[config.mk]
export PLATFORM = sky130hd
export DESIGN_NAME = irq_dispatch
export DESIGN_NICKNAME = d
export VERILOG_FILES = /design/src/rtl/irq_dispatch.sv
export SDC_FILE = /design/constraint.sdc
export NUM_CORES = 1
export LEC_CHECK = 0
export BUFFER_PORTS_ARGS = -buffer_cell sky130_fd_sc_hd__buf_2
export CAP_MARGIN = 20
export CORE_ASPECT_RATIO = 0.6
export CORE_MARGIN = 5
export CORE_UTILIZATION = 43
export DETAILED_ROUTE_END_ITERATION = 7
export PLACE_DENSITY = 0.81
export SLEW_MARGIN = 40
export SYNTH_ARGS = -nofsm -noshare
export SYNTH_HDL_FRONTEND = slang
export SYNTH_SLANG_ARGS = --single-unit
[constraint.sdc]
create_clock -name clk -period 1.95 [get_ports clk]
set_input_delay 0.39 -clock clk [delete_from_list [all_inputs] [get_ports clk]]
set_output_delay 0.39 -clock clk [all_outputs]
set_load 0.1 [all_outputs]
[src/rtl/irq_dispatch.sv]
module irq_dispatch #(
  parameter int W  = 16,
  parameter int VW = 8,
  parameter int TW = 16
) (
  input  logic          clk,
  input  logic          rst_n,
  input  logic          instr_done,
  input  logic          ei_set,
  input  logic          di_set,
  input  logic          sw_int_req,
  input  logic [VW-1:0] sw_int_vec,
  input  logic          fault_req,
  input  logic          con_timer_off,
  input  logic          con_fault_halt,
  input  logic [TW-1:0] tick_limit,
  input  logic          ext_irq,
  input  logic [W-1:0]  ext_addr,
  output logic          ext_iak,
  input  logic          reti_req,
  input  logic [W-1:0]  pc_in,
  input  logic [W-1:0]  flags_in,
  output logic          bus_req,
  output logic [1:0]    bus_op,
  output logic [W-1:0]  bus_addr,
  output logic [W-1:0]  bus_wdata,
  input  logic [W-1:0]  bus_rdata,
  input  logic          bus_ack,
  output logic          pc_load,
  output logic [W-1:0]  pc_value,
  output logic          flags_load,
  output logic [W-1:0]  flags_value,
  output logic          eoi,
  output logic          ise_n,
  output logic          ie,
  output logic          halt
);
  typedef enum logic [3:0] {
    S_IDLE, S_IAK, S_REL, S_PPC, S_PFL, S_VRD, S_LOAD, S_OFL, S_OPC, S_ISE
  } st_t;

  st_t           st;
  logic [TW-1:0] cnt;
  logic          tmr_p, flt_p, sw_p, ext_sel;
  logic [VW-1:0] sw_v, vec;
  logic [W-1:0]  opr;

  wire tick     = ~con_timer_off & (cnt >= tick_limit);
  wire boundary = (st == S_IDLE) & instr_done & ~halt & ~reti_req;
  wire take_ext = ie & ext_irq;
  wire take     = boundary & (tmr_p | flt_p | take_ext | sw_p);
  wire sel_flt  = ~tmr_p & flt_p;
  wire sel_ext  = ~tmr_p & ~flt_p & take_ext;
  wire sel_sw   = ~tmr_p & ~flt_p & ~take_ext & sw_p;

  always_ff @(posedge clk or negedge rst_n) begin
    if (!rst_n) begin
      cnt   <= '0;
      tmr_p <= 1'b0;
      flt_p <= 1'b0;
      sw_p  <= 1'b0;
      sw_v  <= '0;
      halt  <= 1'b0;
      ie    <= 1'b0;
    end else begin
      cnt <= (con_timer_off || cnt >= tick_limit) ? '0 : cnt + 1'b1;
      if (con_timer_off)        tmr_p <= 1'b0;
      else if (tick)            tmr_p <= 1'b1;
      else if (take && tmr_p)   tmr_p <= 1'b0;
      if (fault_req && !con_fault_halt) flt_p <= 1'b1;
      else if (take && sel_flt)         flt_p <= 1'b0;
      if (fault_req && con_fault_halt)  halt <= 1'b1;
      if (sw_int_req) begin
        sw_p <= 1'b1;
        sw_v <= sw_int_vec;
      end else if (take && sel_sw) sw_p <= 1'b0;
      if (take)        ie <= 1'b0;
      else if (di_set) ie <= 1'b0;
      else if (ei_set) ie <= 1'b1;
    end
  end

  always_ff @(posedge clk or negedge rst_n) begin
    if (!rst_n) begin
      st      <= S_IDLE;
      vec     <= '0;
      ext_sel <= 1'b0;
      opr     <= '0;
    end else begin
      case (st)
        S_IDLE: if (reti_req && !halt) st <= S_OFL;
                else if (take) begin
                  vec     <= tmr_p ? VW'(0) : flt_p ? VW'(1) : sw_v;
                  ext_sel <= sel_ext;
                  st      <= sel_ext ? S_IAK : S_PPC;
                end
        S_IAK:  begin opr <= ext_addr; st <= S_REL; end
        S_REL:  if (!ext_irq) st <= S_PPC;
        S_PPC:  if (bus_ack) st <= S_PFL;
        S_PFL:  if (bus_ack) st <= ext_sel ? S_LOAD : S_VRD;
        S_VRD:  if (bus_ack) begin opr <= bus_rdata; st <= S_LOAD; end
        S_LOAD: st <= S_IDLE;
        S_OFL:  if (bus_ack) st <= S_OPC;
        S_OPC:  if (bus_ack) st <= S_ISE;
        S_ISE:  st <= S_IDLE;
        default: st <= S_IDLE;
      endcase
    end
  end

  assign ext_iak     = (st == S_IAK);
  assign bus_req     = st inside {S_PPC, S_PFL, S_VRD, S_OFL, S_OPC};
  assign bus_op      = (st == S_PPC || st == S_PFL) ? 2'd1 :
                       (st == S_OFL || st == S_OPC) ? 2'd2 : 2'd0;
  assign bus_addr    = {{(W-VW){1'b0}}, vec};
  assign bus_wdata   = (st == S_PPC) ? pc_in : flags_in;
  assign eoi         = (st == S_LOAD);
  assign pc_load     = eoi | ((st == S_OPC) & bus_ack);
  assign pc_value    = eoi ? opr : bus_rdata;
  assign flags_load  = (st == S_OFL) & bus_ack;
  assign flags_value = bus_rdata;
  assign ise_n       = ~((st == S_ISE) & clk);
endmodule

Yosys cells after proc, flatten, opt, wreduce, memory -nomap -nowiden
Index checks and enable logic that the tools add are counted.
{ "word_totals": {"output_inout_bits": 74, "regBits": 58, "elab_cells": 106, "inputBits": 100} }
{ "classes": {"magnitude_cmp": 1, "addsub": 1, "n_reduce_logical": 21, "mux": 30, "bitwise": 26, "eq_ne": 16} }
{ "ops": {"columns": ["operator", "n"], "rows": [
  ["2-to-1 mux 16 bit", 4],
  ["2-to-1 mux 4 bit", 8],
  ["one-hot mux 16 bit (2 select lines)", 1],
  ["one-hot mux 4 bit (8 select lines)", 1],
  ["adder 16 x 1 -> 16 bit, second input constant", 1],
  ["equality test 4 x 3 -> 1 bit, second input constant", 4],
  ["greater-or-equal comparator 16 bit", 1],
  ["2-to-1 mux 8 bit", 2],
  ["AND 1 bit", 14],
  ["inequality test 2 bit, second input constant", 6],
  ["2-to-1 mux 1 bit", 10],
  ["equality test 4 x 2 -> 1 bit, second input constant", 2],
  ["equality test 4 bit, second input constant", 2],
  ["2-to-1 mux 2 bit", 4],
  ["NOT 1 bit", 8],
  ["AND reduction 7 bit", 1],
  ["logical AND 1 bit", 6],
  ["nonzero test 2 bit", 3],
  ["nonzero test 3 bit", 2],
  ["nonzero test 5 bit", 1],
  ["equality test 4 x 1 -> 1 bit, second input constant", 1],
  ["zero test 4 bit", 1],
  ["bitwise OR 1 bit", 4],
  ["logical OR 1 bit", 3],
  ["other kinds (4)", 5]
]} }

Longest topological paths before layout
Gate-level depths: netlist of the first run.
{ "logic_depth": {"ltp_word": 9, "depth_mapped": 8} }

==> results of run 1 <==
state kept, by name (all words and copies together), names as in the netlist:
signal	flops
sw_v	8
vec	8
sw_p	1
opr	16
ext_sel	1
halt	1
ie	1
cnt	16
flt_p	1
tmr_p	1
st	4
layout make-up:
cell class / instances / area, um2
timing repair buffer: 227 / 2050
sequential: 58 / 1460
clock inverter: 5 / 52.6
multi-input combinational: 284 / 2560
tap: 112 / 140
fill: 520 / 1890
clock buffer: 15 / 348
inverter: 25 / 93.8
repair_timing:
| item | in CTS | in global routing |
|---|---|---|
| resized for setup | 57 | 71 |
| hold buffers | 1 | 0 |
| setup endpoints to repair | 59 | 71 |
| setup buffers | 9 | 15 |
| pin swaps | 10 | 24 |
| endpoints found under the hold margin | 18 | 0 |
| gates cloned | 2 | 5 |
final timing paths:
check | startpoint | end | slack, ns | depth (start not counted)
worst min register to register | vec[6] | vec[6] | 0.50 | 2
min in group asynchronous | rst_n | opr[1] | 0.48 | 2
worst min-delay path | di_set | ie | 0.12 | 2
worst max-delay path | st[3] | pc_value[14] | -0.44 | 7
worst max register to register | st[3] | tmr_p | -0.09 | 9
max in group asynchronous | rst_n | vec[5] | 0.77 | 3
layout by cell type, fill, tap and decap left out, drive strengths merged, types with 5 or more instances in the layout:
cell / instances
buf: 224
dfrtp: 58
mux2: 42
nor2: 34
nand2: 31
inv: 25
a21oi: 23
nor3: 20
mux2i: 17
ha: 17
clkbuf: 17
o21ai: 16
xnor2: 10
conb: 8
nand3: 6
nor4: 5
per-stage QoR:
| step | TNS (ns) | cell area, um2 | total power, W |
|---|---|---|---|
| CTS | -13.60 | 6230 | 0.00844 |
| global placement | -2.47 | 5490 | 0.00595 |
| floorplan | -3.04 | 4020 | 0.00469 |
| global route | -17.31 | 6700 | 0.00914 |
| finish | -14.26 | 6700 | 0.00887 |
| detailed placement | -4.54 | 5490 | 0.00608 |
cells by family (layout without fill, tap and decap cells):
| family | count (synthesis) | in the layout | synth area share [%] |
|---|---|---|---|
| adder cells (fa/ha/maj) | 17 | 17 | 5.57 |
| buffers and inverters | 70 | 272 | 9.77 |
| other | 1 | 8 | 0.0982 |
| AO/OA/AOI/OAI | 68 | 69 | 11.6 |
| flip-flops | 58 | 58 | 38.0 |
| multiplexers | 59 | 59 | 16.8 |
| AND/OR/NAND/NOR | 119 | 119 | 15.3 |
| XOR/XNOR | 12 | 12 | 2.75 |
layer usage:
| metal | share of wire (%) | vias to the layer above | global-route usage [%] | wire, um |
|---|---|---|---|---|
| li1 | - | 1810 | - | - |
| met1 | 37 | 1982 | 26.6 | 5510 |
| met2 | 53 | 214 | 43.3 | 7840 |
| met3 | 7.3 | 42 | 6.34 | 1080 |
| met4 | 2.9 | 0 | 8.68 | 433 |
| met5 | 0 | - | 0 | 0 |
power by group through the flow:
stage | combinational, W | clock (W) | sequential (W)
6_report | 0.00535 | 0.00190 | 0.00162
3_3_place_gp | 0.00435 | 0.00000904 | 0.00160
5_1_grt | 0.00552 | 0.00198 | 0.00164
2_1_floorplan | 0.00308 | 0.00000834 | 0.00159
4_1_cts | 0.00493 | 0.00192 | 0.00159
3_5_place_dp | 0.00446 | 0.00000904 | 0.00161
worst register-to-register path, stage by stage, from the launching register on:
cell	delay, ns
dfrtp_1	0.43
buf_6	0.17
buf_6	0.12
buf_6	0.12
nor4_4	0.25
buf_4	0.17
buf_6	0.11
nand2_2	0.05
a221o_1	0.33
o21ba_2	0.19
==> impl_metrics.csv, run 1 <==
group,metric,value,unit
pwr,p_per_area,1320,mW/mm2
die,rows,26,
critical_path,worstPathRequired,1.56,ns
synth,synth_area_leaders,"dfrtp_1, mux2_2, ha_1, buf_4, mux2i_1",
pwr,p_int,0.00490,W
synth,ys_seq_area_share,38.0,%
global_route,grt_overflow,0,
global_route,grt_pass1_vias,4048,
cts,clk_latency,0.44,ns
route,drt-vias-per-instance,5.58,
synth,yosysMostFrequentCell,"dfrtp_1",
placement,dp.final_hpwl,9260,um
pwr,clock_power_share,21.4,%
finish,finalNonFillerCells,726,
timing,setup_violations,54,
placement,dp_cells,677,
placement,portBuffers,165,
route,drt-initial-drc-count,270,
timing,hold_ws,0.119,ns
cts,clk_pin_slew_worst_paths,0.05,ns
synth,yosys_warnings,0,
synth,yosysTopAreaCell,"dfrtp_1",
timing,hold_violations,0,
global_route,grt_max_degree,33,
timing,period_share,123,%
run_status,violations,"setup timing",
die,core_area,0.00859,mm2
die,die_w,132,um
timing,worstMarginPinSlew,0.762,ns
critical_path,path_cells,"nor2b_4, nand2_4, nor2_4, buf_12, clkbuf_16, mux2_4, buf_12",
finish,diodes,0,
finish,utilization,78.0,%
synth,ys_dominant_reg_cell,"dfrtp_1",
placement,routabilityCongestion,0.905,
finish,drive_gt1_share,58.5,%
synth,synth.cells.most_frequent,"dfrtp_1, mux2_2, nor2_1",
synth,synth.top_cell.area_share,38.0,%
synth,netlist_area,0.00382,mm2
route,wl_per_cell,20.5,um
pwr,p_comb_share,60.3,%
timing,max_clock_freq,0.418,GHz
critical_path,cpPeakStageDelay,0.43,ns
cts,cts_tree,"done",
pwr,total_leakage_power,3.15,nW
pwr,switchingPower,0.00397,W
timing,slew_headroom,48.7,%
die,start_util,44.4,%
critical_path,path_common_cell,"buf_12",
route,ant_nets,0,
synth,yosys.cell_types.count,53,
timing,setup_slack,-0.445,ns
route,firstDrtPassIters,5,
timing,fin_crit,2.39,ns
run_status,outcome,"complete, but fails checks",
timing,rsz0062_at_grt,"true",
worst_hold_path,hp-class,"input pin to register",
finish,area_delta_synth_final,75.4,%
finish,fin_nets,726,
critical_path,crit_path_start_kind,"register",
die,die_h,83.0,um
critical_path,critPathArrivalTime,2.00,ns
route,via_count,4048,
critical_path,crit_buf_inv,3,
critical_path,path_delay_family,"buffers and inverters",
synth,ys_async_sr_fraction,100,%
synth,synth_area_per_cell,9.45,um2
critical_path,end_kind,"output port",
placement,place_ws,-0.313,ns
pwr,seq_power_share,18.3,%
critical_path,crit_type,"register to output port",
die,die_area,0.0109,mm2
global_route,antenna_found_initial,0,
flow_run,drv_cap,0,
critical_path,cp_max_fo,9,
die,pin_count,174,
route,wl,14900,um
route,drc,0,
timing,slew_violations,0,
pwr,ir_worst_vdd,619,uV
global_route,grt_util_all_layers,23.7,%
synth,synth_edf_count,0,
synth,ys_seq_elements,58,
critical_path,cp_slowest_cell,"dfrtp_1",
pwr,swShare,44.8,%
global_route,grt_pass1_wl,21000,um
synth,synthCells,404,
timing,skew,0.00954,ns
Note: power is estimated with default switching activity, not from simulation.
==> run 2, diff against run 1 <==
Settings changed: CORE_UTILIZATION 43 to 47, PLACE_DENSITY 0.81 to 0.84.
Clock period 1.95 ns to 2.7 ns, I/O delays scaled along.
==> run 2 against run 1 <==
Net effect:
- the run now ends clean
- utilization down 7.3 points
- non-clock buffer count fell by 45
- via count is 12% lower
- wire length fell by 24%
- sequential power fell by 27%
- final cell count decreased by 6.9%
- register-to-register slack improved by 0.64 ns
- sequential cell count unchanged
- global-route usage fell by 1.4 points
- worst hold slack worse by 0.0024 ns
- setup slack better by 0.48 ns
- largest cell class unchanged
==> impl_metrics.csv, run 2 (synthesis results as in run 1) <==
group,metric,value,unit
die,die_w,126,um
pwr,swShare,45.7,%
die,core_area,0.00788,mm2
global_route,grt_max_degree,33,
global_route,grt_overflow,0,
pwr,p_per_area,987,mW/mm2
run_status,outcome,"finished clean",
critical_path,cp_slowest_cell,"dfrtp_2",
die,pin_count,174,
finish,final_cell_mix,"buf_2, dfrtp_1, mux2_2, nor2_1, nand2_1",
finish,drive_gt1_share,46.0,%
route,drt-initial-drc-count,155,
critical_path,critPathArrivalTime,2.12,ns
finish,utilization,70.7,%
finish,largestRegisters,"cnt: 16 flops, opr: 16 flops",
pwr,p_comb_share,53.4,%
critical_path,path_cells,"buf_4, nand2b_1, or3_1, a21oi_2, buf_6",
placement,placed_cell_area,0.00511,mm2
timing,max_clock_freq,0.376,GHz
die,die_h,79.8,um
global_route,grt_pass1_vias,3684,
pwr,clock_power_share,24.9,%
pwr,seq_power_share,21.7,%
timing,period_share,98.6,%
die,rows,25,
timing,hold_violations,0,
finish,design_area,0.00557,mm2
finish,area_delta_synth_final,46.0,%
route,ant_nets,0,
timing,hold_ws,0.116,ns
placement,routabilityCongestion,0.807,
placement,dp.final_hpwl,8750,um
cts,clk_latency,0.44,ns
route,via_count,3574,
placement,portBuffers,165,
route,firstDrtPassIters,4,
cts,cts_tree,"done",
pwr,p_int,0.00298,W
die,die_area,0.0101,mm2
finish,final_common_cell,"buf_2",
route,wl_per_cell,16.7,um
route,drc,0,
worst_hold_path,hp-class,"input pin to asynchronous set/reset pin",
critical_path,cp_max_fo,8,
global_route,grt_util_all_layers,22.3,%
timing,skew,0.00562,ns
finish,fillCellCount,602,
critical_path,crit_type,"register to output port",
timing,worstMarginPinSlew,0.613,ns
cts,hold_buffers,0,
critical_path,end_kind,"output port",
critical_path,path_delay_family,"simple AND/OR/NAND/NOR gates",
route,drt-vias-per-instance,5.29,
timing,fin_tns_setup,0,ns
global_route,grt_pass1_wl,17900,um
flow_run,drv_cap,0,
die,start_util,48.4,%
critical_path,cpPeakStageDelay,0.45,ns
timing,rsz0062_at_grt,"true",
timing,fin_crit,2.66,ns
timing,slew_headroom,58.1,%
finish,diodes,0,
timing,slew_violations,0,
pwr,ir_worst_vdd,521,uV
pwr,switchingPower,0.00251,W
timing,setup_violations,0,
critical_path,crit_buf_inv,2,
global_route,antenna_found_initial,0,
critical_path,worstPathRequired,2.16,ns
route,wl,11300,um
cts,clk_pin_slew_worst_paths,0.05,ns
finish,fin_nets,680,
pwr,total_leakage_power,2.64,nW
critical_path,crit_path_start_kind,"register",
==> run 2: path summary, 6_finish.rpt <==
path / start / slack (ns) / to / cells past startpoint
max in group asynchronous: rst_n / 1.92 / sw_v[5] / 2
hold reg to reg: vec[7] / 0.47 / vec[7] / 2
hold / removal: rst_n / 0.12 / opr[13] / 1
setup reg to reg: cnt[6] / 0.55 / cnt[12] / 5
min in group clk: di_set / 0.28 / ie / 2
setup / recovery: st[2] / 0.04 / pc_load / 5
==> run 2: metal layers <==
layer	share of wire, %	global-route usage (%)
met4	0.80	6.10
met1	40	26.3
met3	7.4	7.09
met5	0	0
met2	52	39.5
==> run 2: cell type report <==
type	instances	area (um2)	share of cell area (%)
Clock inverter	4	50.0	0.898
Timing Repair Buffer	182	1430	25.7
Tap cell	108	135	2.43
Clock buffer	16	337	6.04
Inverter	25	93.8	1.68
Sequential cell	58	1460	26.1
Multi-Input combinational cell	283	2070	37.1
==> run 2: power groups by stage <==
stage	clock network (W)	registers (W)	logic (W)
floorplan	0.00000519	0.00115	0.00208
global placement	0.00000570	0.00118	0.00277
detailed placement	0.00000570	0.00119	0.00284
CTS	0.00140	0.00119	0.00289
global route	0.00144	0.00122	0.00306
finish	0.00137	0.00119	0.00293
==> run 2: timing repair <==
item / in CTS / in global routing
buffers inserted: 1 / 1
gates resized for setup: 12 / 9
setup endpoints to repair: 17 / 33
pin swaps: 0 / 1
cloned: 1 / 0
==> run 2: per-stage QoR <==
step | instances | setup WS [ns] | power (W)
final | 676 | 0.0380 | 0.00550
after global routing | 676 | -0.0203 | 0.00572
after CTS | 675 | 0.0238 | 0.00548
after detailed placement | 654 | 0.201 | 0.00404
after global placement | 654 | 0.341 | 0.00396
after floorplan | 411 | -0.139 | 0.00324
